[src/rtl/bp_pkg.sv]
package bp_pkg;

  typedef enum logic [2:0] {
    POL_TAKEN   = 3'd0,
    POL_NOTTKN  = 3'd1,
    POL_DISP    = 3'd2,
    POL_LAST    = 3'd3,
    POL_BIMODAL = 3'd4
  } bp_policy_e;

  localparam logic [1:0] CTR_RESET = 2'b01;

  function automatic logic [1:0] ctr_step(input logic [1:0] cur, input logic taken);
    logic [1:0] nxt;
    nxt = cur;
    if (taken && cur != 2'b11) nxt = cur + 2'd1;
    else if (!taken && cur != 2'b00) nxt = cur - 2'd1;
    return nxt;
  endfunction

endpackage

[src/rtl/bp_hist_table.sv]
module bp_hist_table #(
  parameter int unsigned        IDX_W = 6,
  parameter int unsigned        W     = 2,
  parameter logic [W-1:0]       INIT  = '0
) (
  input  logic             clk_i,
  input  logic             rst_ni,
  input  logic [IDX_W-1:0] ra_idx_i,
  output logic [W-1:0]     ra_data_o,
  input  logic [IDX_W-1:0] rb_idx_i,
  output logic [W-1:0]     rb_data_o,
  input  logic             we_i,
  input  logic [IDX_W-1:0] wa_idx_i,
  input  logic [W-1:0]     wdata_i
);
  localparam int unsigned DEPTH = 1 << IDX_W;

  logic [W-1:0] mem_q [DEPTH];

  always_ff @(posedge clk_i or negedge rst_ni) begin
    if (!rst_ni) begin
      for (int i = 0; i < DEPTH; i++) mem_q[i] <= INIT;
    end else if (we_i) begin
      mem_q[wa_idx_i] <= wdata_i;
    end
  end

  // reads see pre-write contents
  assign ra_data_o = mem_q[ra_idx_i];
  assign rb_data_o = mem_q[rb_idx_i];

endmodule

[src/rtl/bp_policy.sv]
module bp_policy #(
  parameter int unsigned PC_W = 32
) (
  input  logic [2:0]      mode_i,
  input  logic [PC_W-1:0] pc_i,
  input  logic [PC_W-1:0] target_i,
  input  logic            last_i,
  input  logic [1:0]      ctr_i,
  output logic            taken_o
);
  import bp_pkg::*;

  always_comb begin
    unique case (mode_i)
      POL_TAKEN:   taken_o = 1'b1;
      POL_NOTTKN:  taken_o = 1'b0;
      POL_DISP:    taken_o = (target_i < pc_i);
      POL_LAST:    taken_o = last_i;
      POL_BIMODAL: taken_o = ctr_i[1];
      default:     taken_o = 1'b0;
    endcase
  end

endmodule

[src/rtl/bp_miss_ctr.sv]
module bp_miss_ctr #(
  parameter int unsigned CNT_W = 16
) (
  input  logic             clk_i,
  input  logic             rst_ni,
  input  logic             inc_i,
  output logic [CNT_W-1:0] cnt_o
);
  logic [CNT_W-1:0] cnt_q;

  always_ff @(posedge clk_i or negedge rst_ni) begin
    if (!rst_ni)    cnt_q <= '0;
    else if (inc_i) cnt_q <= cnt_q + 1'b1;
  end

  assign cnt_o = cnt_q;

endmodule

[src/rtl/bp_dir_predict.sv]
module bp_dir_predict #(
  parameter int unsigned PC_W  = 32,
  parameter int unsigned ALIGN = 2,
  parameter int unsigned IDX_W = 6,
  parameter int unsigned CNT_W = 16
) (
  input  logic             clk_i,
  input  logic             rst_ni,
  input  logic [2:0]       mode_i,
  input  logic [PC_W-1:0]  lkp_pc_i,
  input  logic [PC_W-1:0]  lkp_target_i,
  output logic             lkp_taken_o,
  input  logic             upd_valid_i,
  input  logic [PC_W-1:0]  upd_pc_i,
  input  logic [PC_W-1:0]  upd_target_i,
  input  logic             upd_taken_i,
  output logic [CNT_W-1:0] miss_cnt_o
);
  import bp_pkg::*;

  localparam int unsigned IDX_LO = ALIGN;

  logic [IDX_W-1:0] lkp_idx, upd_idx;
  logic             lkp_last, upd_last;
  logic [1:0]       lkp_ctr, upd_ctr, upd_ctr_nxt;
  logic             upd_pred;

  assign lkp_idx = lkp_pc_i[IDX_LO +: IDX_W];
  assign upd_idx = upd_pc_i[IDX_LO +: IDX_W];

  // one-bit last-outcome history
  bp_hist_table #(.IDX_W(IDX_W), .W(1), .INIT(1'b0)) u_last_tbl (
    .clk_i    (clk_i),
    .rst_ni   (rst_ni),
    .ra_idx_i (lkp_idx),
    .ra_data_o(lkp_last),
    .rb_idx_i (upd_idx),
    .rb_data_o(upd_last),
    .we_i     (upd_valid_i),
    .wa_idx_i (upd_idx),
    .wdata_i  (upd_taken_i)
  );

  // two-bit saturating counters
  bp_hist_table #(.IDX_W(IDX_W), .W(2), .INIT(CTR_RESET)) u_ctr_tbl (
    .clk_i    (clk_i),
    .rst_ni   (rst_ni),
    .ra_idx_i (lkp_idx),
    .ra_data_o(lkp_ctr),
    .rb_idx_i (upd_idx),
    .rb_data_o(upd_ctr),
    .we_i     (upd_valid_i),
    .wa_idx_i (upd_idx),
    .wdata_i  (upd_ctr_nxt)
  );

  assign upd_ctr_nxt = ctr_step(upd_ctr, upd_taken_i);

  bp_policy #(.PC_W(PC_W)) u_lkp_pol (
    .mode_i  (mode_i),
    .pc_i    (lkp_pc_i),
    .target_i(lkp_target_i),
    .last_i  (lkp_last),
    .ctr_i   (lkp_ctr),
    .taken_o (lkp_taken_o)
  );

  // re-derive what was predicted for the resolving branch
  bp_policy #(.PC_W(PC_W)) u_upd_pol (
    .mode_i  (mode_i),
    .pc_i    (upd_pc_i),
    .target_i(upd_target_i),
    .last_i  (upd_last),
    .ctr_i   (upd_ctr),
    .taken_o (upd_pred)
  );

  bp_miss_ctr #(.CNT_W(CNT_W)) u_miss (
    .clk_i (clk_i),
    .rst_ni(rst_ni),
    .inc_i (upd_valid_i && (upd_pred != upd_taken_i)),
    .cnt_o (miss_cnt_o)
  );

endmodule

[config.mk]
export PLATFORM = sky130hd
export DESIGN_NAME = bp_dir_predict
export DESIGN_NICKNAME = d
export VERILOG_FILES = /design/src/rtl/bp_pkg.sv /design/src/rtl/bp_hist_table.sv /design/src/rtl/bp_policy.sv /design/src/rtl/bp_miss_ctr.sv /design/src/rtl/bp_dir_predict.sv
export SDC_FILE = /design/constraint.sdc
export NUM_CORES = 1
export LEC_CHECK = 0
export CORE_MARGIN = 5
export CORE_UTILIZATION = 55
export DETAILED_ROUTE_END_ITERATION = 16
export GPL_TIMING_DRIVEN = 0
export PLACE_DENSITY = 0.78
export SYNTH_ARGS = -nofsm -noshare
export SYNTH_HDL_FRONTEND = slang
export SYNTH_HIERARCHICAL = 1
export SYNTH_SLANG_ARGS = --single-unit
[constraint.sdc]
create_clock -name clk_i -period 4.1 [get_ports clk_i]
set_input_delay 0.82 -clock clk_i [delete_from_list [all_inputs] [get_ports clk_i]]
set_output_delay 0.82 -clock clk_i [all_outputs]
set_load 0.01 [all_outputs]
==> impl_metrics.sql, run 1 <==
INSERT INTO impl_metrics (metric_group, metric, value, unit) VALUES
('final_layout', 'finish.instance_area', '16100', 'um^2'),
('power_and_ir_drop', 'share_seq_of_total_power', '43.9', '%'),
('floorplan', 'dieArea', '27300', 'um^2'),
('global_routing', 'first_global_vias', '10500', ''),
('power_and_ir_drop', 'power_switching', '1.68', 'mW'),
('place', 'dpl_worst_slack', '-1.71', 'ns'),
('detailed_routing', 'detail_route.wl_per_cell', '22.8', 'um'),
('place', 'placedCellCount', '1600', ''),
('detailed_routing', 'via_count', '10300', ''),
('cts', 'cts-root-to-sink-buffers', '3', ''),
('floorplan', 'floorplan.die.height', '165', 'um'),
('timing', 'period_needed', '4.01', 'ns'),
('timing', 'worstMarginPinSlew', '1.19', 'ns'),
('worst_setup_path', 'critPathLaunchType', 'primary input', ''),
('power_and_ir_drop', 'power-per-cell-area', '384', 'nW/um^2'),
('timing', 'fin_worst_skew', '0.0189', 'ns'),
('detailed_routing', 'dr.pass1.iters', '5', ''),
('power_and_ir_drop', 'design_power_total', '6.17', 'mW'),
('min_path', 'worst_hold_path_type', 'primary input to async pin', ''),
('worst_setup_path', 'regToRegSetupSlack', '0.45', 'ns'),
('place', 'gp_congestion', '0.945', ''),
('floorplan', 'floorplan.initialDensity', '56.2', '%'),
('yosys', 'postSynthNetCount', '1329', ''),
('cts', 'numCtsBuffers', '23', ''),
('final_layout', 'n_antenna_cell', '0', ''),
('timing', 'worst_hold_slack', '0.415', 'ns'),
('outcome', 'status', 'finished clean', ''),
('place', 'placed_wire_length_estimate', '27400', 'um'),
('floorplan', 'fp.coreArea', '23600', 'um^2'),
('cts', 'cts.reportedPaths.clkPinSlew', '0.06', 'ns'),
('yosys', 'syn-mean-instance-area', '11.7', 'um^2'),
('detailed_routing', 'post-route-drc-count', '0', ''),
('detailed_routing', 'ant_nets', '0', ''),
('power_and_ir_drop', 'comb_power_share', '22.7', '%'),
('power_and_ir_drop', 'switching_share', '27.3', '%'),
('cts', 'master_cell_of_the_clock_root_buffer', 'clkbuf_16', ''),
('global_routing', 'grt_overflow', '0', ''),
('worst_setup_path', 'critical_path_peak_fanout', '4', ''),
('timing', 'finalMaxSlewViolations', '0', ''),
('final_layout', 'synthToLayoutAreaGrowth', '21.0', '%'),
('cts', 'worstSkewPairLatency', '0.51', 'ns'),
('yosys', 'synth-warning-count', '6', ''),
('place', 'dpl_cell_area', '15200', 'um^2'),
('global_routing', 'grt_pass1_wl', '58300', 'um'),
('timing', 'finalWorstSetupSlack', '0.0857', 'ns'),
('global_routing', 'track_usage', '27.4', '%'),
('worst_setup_path', 'worstPathRequired', '3.28', 'ns'),
('worst_setup_path', 'critical_path_class', 'primary input to output port', ''),
('yosys', 'synthesis.instances', '1129', ''),
('global_routing', 'grt_antenna_before_repair', '0', ''),
('power_and_ir_drop', 'p_clk_share', '33.4', '%'),
('timing', 'final_min_period_over_clock_period', '97.9', '%'),
('worst_setup_path', 'cp-end-kind', 'output port', ''),
('worst_setup_path', 'cp.arrival', '3.19', 'ns'),
('place', 'io_buffer_count', '151', ''),
('timing', 'finalSetupViolations', '0', ''),
('cts', 'cts_tree', 'yes', ''),
('global_routing', 'grt.busiest_layer', 'met2', ''),
('yosys', 'post_synth_instance_area', '13300', 'um^2'),
('floorplan', 'pin_count', '152', ''),
('floorplan', 'die_width', '165', 'um'),
('power_and_ir_drop', 'power.ir.vdd_worst', '348', 'uV'),
('power_and_ir_drop', 'static-leakage-power', '7.10', 'nW'),
('global_routing', 'globalRouteMet3Util', '6.13', '%'),
('detailed_routing', 'via_per_inst', '6.26', ''),
('timing', 'finalHoldViolCount', '0', ''),
('floorplan', 'placement_rows', '56', ''),
('cts', 'clock_sink_count', '208', ''),
('detailed_routing', 'totalWireLength', '37500', 'um'),
('detailed_routing', 'drt_first_iter_violations', '954', ''),
('timing', 'worst_slew_margin_relative_to_its_limit', '19.8', '%'),
('global_routing', 'gr-usage-met1', '36.2', '%'),
('run', 'number_of_violations_of_the_max_capacitance_limit', '0', ''),
('cts', 'number_of_levels_the_h_tree_was_split_into', '1', ''),
('power_and_ir_drop', 'power.internal', '4.49', 'mW'),
('final_layout', 'stdcell_count', '1642', ''),
('global_routing', 'grt_start_max_net_pins', '123', ''),
('global_routing', 'met2_demand_to_capacity_share_in_global_routing', '44.5', '%'),
('final_layout', 'fraction_of_layout_instances_using_a_drive_strength_above_1', '28.4', '%'),
('final_layout', 'finalNetCount', '1507', ''),
('timing', 'maxClockFrequency', '0.249', 'GHz');
cells in the final DEF, fill, tap and decap left out, types with 15 or more instances in the layout:
| cell type | count |
|---|---|
| mux2_2 | 140 |
| clkbuf_1 | 31 |
| nand3_1 | 33 |
| ha_1 | 65 |
| nand2b_1 | 15 |
| nor2_1 | 123 |
| mux2_1 | 57 |
| nand4_1 | 19 |
| a21oi_1 | 23 |
| dfstp_2 | 64 |
| inv_1 | 69 |
| clkbuf_16 | 23 |
| nand2_1 | 59 |
| nor2b_1 | 16 |
| mux4_2 | 66 |
| dfrtp_1 | 144 |
| clkdlybuf4s50_1 | 140 |
metal layers:
metal  wire (um)  vias up
li1            -     4517
met1       15100     5103
met2       17200      552
met3        3840      112
met4        1450        0
met5           0        -
area by class of cell:
cell class | count | area (um^2)
Fill cell | 1711 | 7560
Multi-Input combinational cell | 787 | 7390
Sequential cell | 208 | 5290
Timing Repair Buffer | 155 | 1560
Clock buffer | 36 | 644
Buffer | 63 | 418
Tap cell | 319 | 399
Inverter | 69 | 259
Clock inverter | 5 | 100
what timing repair did:
item,CTS,global route
pin swaps,0,2
hold endpoints to repair,0,0
endpoints found under the setup margin,145,96
resized for setup,64,18
gates cloned,0,0
hold buffers,0,0
setup buffers,2,1
critical path, cell delays in order:
cell and delay (ns):
buf_2 0.14, buf_6 0.14, buf_6 0.13, mux4_2 0.53
mux2_2 0.30, o221ai_1 0.19, o2bb2ai_1 0.13, and3_1 0.20
nor2_1 0.13, a2bb2oi_2 0.15, o21ai_1 0.10, clkdlybuf4s15_2 0.24
per-stage QoR:
step                utilization [%]  TNS (ns)
floorplan                         -         0
global placement               64.3  -1352.21
detailed placement             64.4   -208.58
CTS                            67.9         0
global route                   68.0  -0.00131
finish                         68.0         0
worst paths after layout:
path                                 startpoint                   to  cells after the start
max in group asynchronous                rst_ni  u_ctr_tbl/mem_q[90]                      2
max reg2reg                u_last_tbl/mem_q[43]     u_miss/cnt_o[12]                     14
min reg2reg                    u_miss/cnt_o[15]     u_miss/cnt_o[15]                      1
max                                 lkp_pc_i[2]          lkp_taken_o                     12
min in group clk_i             u_miss/cnt_o[15]     u_miss/cnt_o[15]                      1
min                                      rst_ni  u_ctr_tbl/mem_q[23]                      1
flip-flops by register name, indices dropped and copies added (netlist names):
name	flops
u_miss/cnt_o	16
u_ctr_tbl/mem_q	128
u_last_tbl/mem_q	64
power groups by stage:
stage / sequential [mW] / clock (mW) / combinational, mW
finish: 2.71 / 2.06 / 1.40
global route: 2.75 / 2.18 / 1.51
CTS: 2.70 / 2.10 / 1.39
detailed placement: 2.73 / 0 / 1.37
global placement: 2.71 / 0 / 1.32
floorplan: 2.66 / 0 / 0.850
Note: power is estimated with default switching activity, not from simulation.
==> run 2, diff against run 1 <==
--- a/config.mk
+++ b/config.mk
@@ -10,6 +10,7 @@
 export DETAILED_ROUTE_END_ITERATION = 16
 export GPL_TIMING_DRIVEN = 0
 export PLACE_DENSITY = 0.78
+export SKIP_LAST_GASP = 1
 export SYNTH_ARGS = -nofsm -noshare
 export SYNTH_HDL_FRONTEND = slang
 export SYNTH_HIERARCHICAL = 1
==> run 2 against run 1 <==
Against the previous run: the flow now finishes with violations (negative setup slack); die area is the same; routed wire length shrank 0.15%; critical endpoint unchanged; clock-buffer cell count is the same; clock skew grew 0.0019 ns; non-clock buffer count shrank 1; sequential cell count is the same.
==> impl_metrics.sql, run 2 (synthesis results as in run 1) <==
INSERT INTO impl_metrics (metric_group, metric, value, unit) VALUES
('detailed_routing', 'drt_first_iter_violations', '949', ''),
('power_and_ir_drop', 'share_seq_of_total_power', '43.9', '%'),
('timing', 'finalHoldViolCount', '0', ''),
('timing', 'maxClockFrequency', '0.241', 'GHz'),
('min_path', 'worst_hold_path_type', 'primary input to async pin', ''),
('timing', 'worstMarginPinSlew', '1.20', 'ns'),
('worst_setup_path', 'r2r.worst_path.cells', '14', ''),
('worst_setup_path', 'critical_path_peak_fanout', '10', ''),
('place', 'dpl_worst_slack', '-1.71', 'ns'),
('cts', 'cts.reportedPaths.clkPinSlew', '0.06', 'ns'),
('power_and_ir_drop', 'p_clk_share', '33.4', '%'),
('timing', 'fin_worst_skew', '0.0208', 'ns'),
('timing', 'grt_setup_unrepaired', 'true', ''),
('floorplan', 'pin_count', '152', ''),
('global_routing', 'track_usage', '27.4', '%'),
('power_and_ir_drop', 'power-per-cell-area', '385', 'nW/um^2'),
('detailed_routing', 'dr.pass1.iters', '5', ''),
('power_and_ir_drop', 'switching_share', '27.3', '%'),
('final_layout', 'seq_area', '5290', 'um^2'),
('cts', 'numCtsBuffers', '23', ''),
('cts', 'cts_tree', 'yes', ''),
('timing', 'setup-tns-final', '-0.0479', 'ns'),
('cts', 'master_cell_of_the_clock_root_buffer', 'clkbuf_16', ''),
('place', 'placed_wire_length_estimate', '27400', 'um'),
('outcome', 'status', 'complete, but fails checks', ''),
('power_and_ir_drop', 'comb_power_share', '22.7', '%'),
('final_layout', 'largest_register_ff_count', '128', ''),
('floorplan', 'floorplan.die.height', '165', 'um'),
('floorplan', 'placement_rows', '56', ''),
('power_and_ir_drop', 'power_switching', '1.68', 'mW'),
('final_layout', 'layout.cells.most_common_list', 'dfrtp_1, clkdlybuf4s50_1, mux2_2, nor2_1, inv_1', ''),
('worst_setup_path', 'critPathLaunchType', 'primary input', ''),
('place', 'gp_congestion', '0.945', ''),
('detailed_routing', 'via_count', '10300', ''),
('global_routing', 'grt_overflow', '0', ''),
('final_layout', 'final_cell_utilization_of_the_core', '67.9', '%'),
('final_layout', 'n_fill_cell', '1710', ''),
('timing', 'finalMaxSlewViolations', '0', ''),
('power_and_ir_drop', 'power.internal', '4.49', 'mW'),
('worst_setup_path', 'cp.arrival', '3.33', 'ns'),
('final_layout', 'synthToLayoutAreaGrowth', '21.0', '%'),
('floorplan', 'dieArea', '27300', 'um^2'),
('timing', 'finalSetupViolations', '1', ''),
('timing', 'worst_slew_margin_relative_to_its_limit', '19.1', '%'),
('timing', 'finalWorstSetupSlack', '-0.0479', 'ns'),
('detailed_routing', 'ant_nets', '0', ''),
('global_routing', 'grt_start_max_net_pins', '123', ''),
('detailed_routing', 'post-route-drc-count', '0', ''),
('timing', 'period_needed', '4.15', 'ns'),
('final_layout', 'most_common_cell_after_layout_fill_and_taps_aside', 'dfrtp_1', ''),
('floorplan', 'die_width', '165', 'um'),
('cts', 'cts-root-to-sink-buffers', '3', ''),
('final_layout', 'multi_input_area', '7380', 'um^2'),
('outcome', 'failed_checks', 'negative setup slack', ''),
('final_layout', 'finalNetCount', '1506', ''),
('detailed_routing', 'totalWireLength', '37400', 'um'),
('cts', 'clock_sink_count', '208', ''),
('cts', 'number_of_levels_the_h_tree_was_split_into', '1', ''),
('power_and_ir_drop', 'static-leakage-power', '7.09', 'nW'),
('timing', 'final_min_period_over_clock_period', '101', '%'),
('place', 'io_buffer_count', '151', ''),
('run', 'number_of_violations_of_the_max_capacitance_limit', '0', ''),
('detailed_routing', 'detail_route.wl_per_cell', '22.8', 'um'),
('cts', 'worstSkewPairLatency', '0.51', 'ns'),
('worst_setup_path', 'worstPathRequired', '3.28', 'ns'),
('final_layout', 'n_antenna_cell', '0', ''),
('timing', 'worst_hold_slack', '0.418', 'ns'),
('final_layout', 'stdcell_count', '1641', ''),
('global_routing', 'grt_pass1_wl', '58300', 'um'),
('power_and_ir_drop', 'power.ir.vdd_worst', '348', 'uV'),
('final_layout', 'registers.top_by_ff_count', 'u_ctr_tbl/mem_q', ''),
('place', 'placedCellCount', '1600', ''),
('detailed_routing', 'via_per_inst', '6.25', ''),
('worst_setup_path', 'cp-end-kind', 'output port', ''),
('floorplan', 'floorplan.initialDensity', '56.2', '%'),
('final_layout', 'fraction_of_layout_instances_using_a_drive_strength_above_1', '28.3', '%'),
('floorplan', 'fp.coreArea', '23600', 'um^2'),
('global_routing', 'first_global_vias', '10500', ''),
('worst_setup_path', 'critical_path_class', 'primary input to output port', ''),
('global_routing', 'grt_antenna_before_repair', '0', '');
[run 2: cell count changes in the layout (fill, tap and decap cells not counted), sizes merged]
cell           previous run  this run
buf                      36        33
clkdlybuf4s15             3         4
clkdlybuf4s18             0         1
[run 2: per-layer routing]
metal	global-route usage [%]	routed length, um	vias up
met2	44.5	16900	549
met5	0	0	-
met3	6.13	3790	117
met1	36.2	15200	5082
li1	-	-	4504
met4	10.5	1550	0
[run 2: final cells by class]
type / instances / share of cell area, %
Clock inverter: 5 / 0.624
Multi-Input combinational cell: 787 / 46.0
Buffer: 63 / 2.57
Timing Repair Buffer: 154 / 9.73
Sequential cell: 208 / 32.9
Clock buffer: 36 / 4.02
Inverter: 69 / 1.61
Tap cell: 319 / 2.49
[run 2: critical path, cell delays in order]
cell	delay (ns)
clkdlybuf4s15_2	0.24
buf_6	0.14
buf_12	0.15
mux4_2	0.54
a221oi_2	0.29
o21ai_1	0.12
o2bb2ai_1	0.17
and3_1	0.19
nor2_1	0.10
a2bb2oi_1	0.19
o21ai_1	0.11
clkdlybuf4s15_2	0.24
[run 2: stage by stage]
stage	power [mW]	cell area, um^2
after CTS	6.19	16000
after floorplan	3.51	13300
after detailed placement	4.10	15200
after global placement	4.03	15200
after global routing	6.44	16000
final	6.17	16000
[run 2: worst paths after layout]
path	slack, ns	end	from
worst max-delay path	-0.05	lkp_taken_o	lkp_pc_i[2]
worst min-delay path	0.42	u_ctr_tbl/mem_q[25]	rst_ni
worst max register to register	0.44	u_miss/cnt_o[11]	u_last_tbl/mem_q[43]
worst min register to register	0.48	u_miss/cnt_o[15]	u_miss/cnt_o[15]
max in group asynchronous	2.72	u_ctr_tbl/mem_q[90]	rst_ni
min in group clk_i	0.48	u_miss/cnt_o[15]	u_miss/cnt_o[15]
[run 2: timing repair]
| item | 4_1_cts | 5_1_grt |
|---|---|---|
| hold buffers | 0 | 0 |
| pin swaps | 0 | 1 |
| buffers inserted | 2 | 0 |
| gates resized for setup | 63 | 13 |
| setup endpoints to repair | 145 | 97 |
[run 2: power by group through the flow]
| stage | logic (mW) | registers, mW | clock network, mW |
|---|---|---|---|
| 2_1_floorplan | 0.850 | 2.66 | 0 |
| 3_3_place_gp | 1.32 | 2.71 | 0 |
| 3_5_place_dp | 1.37 | 2.73 | 0 |
| 4_1_cts | 1.39 | 2.70 | 2.10 |
| 5_1_grt | 1.51 | 2.75 | 2.18 |
| 6_report | 1.40 | 2.71 | 2.06 |
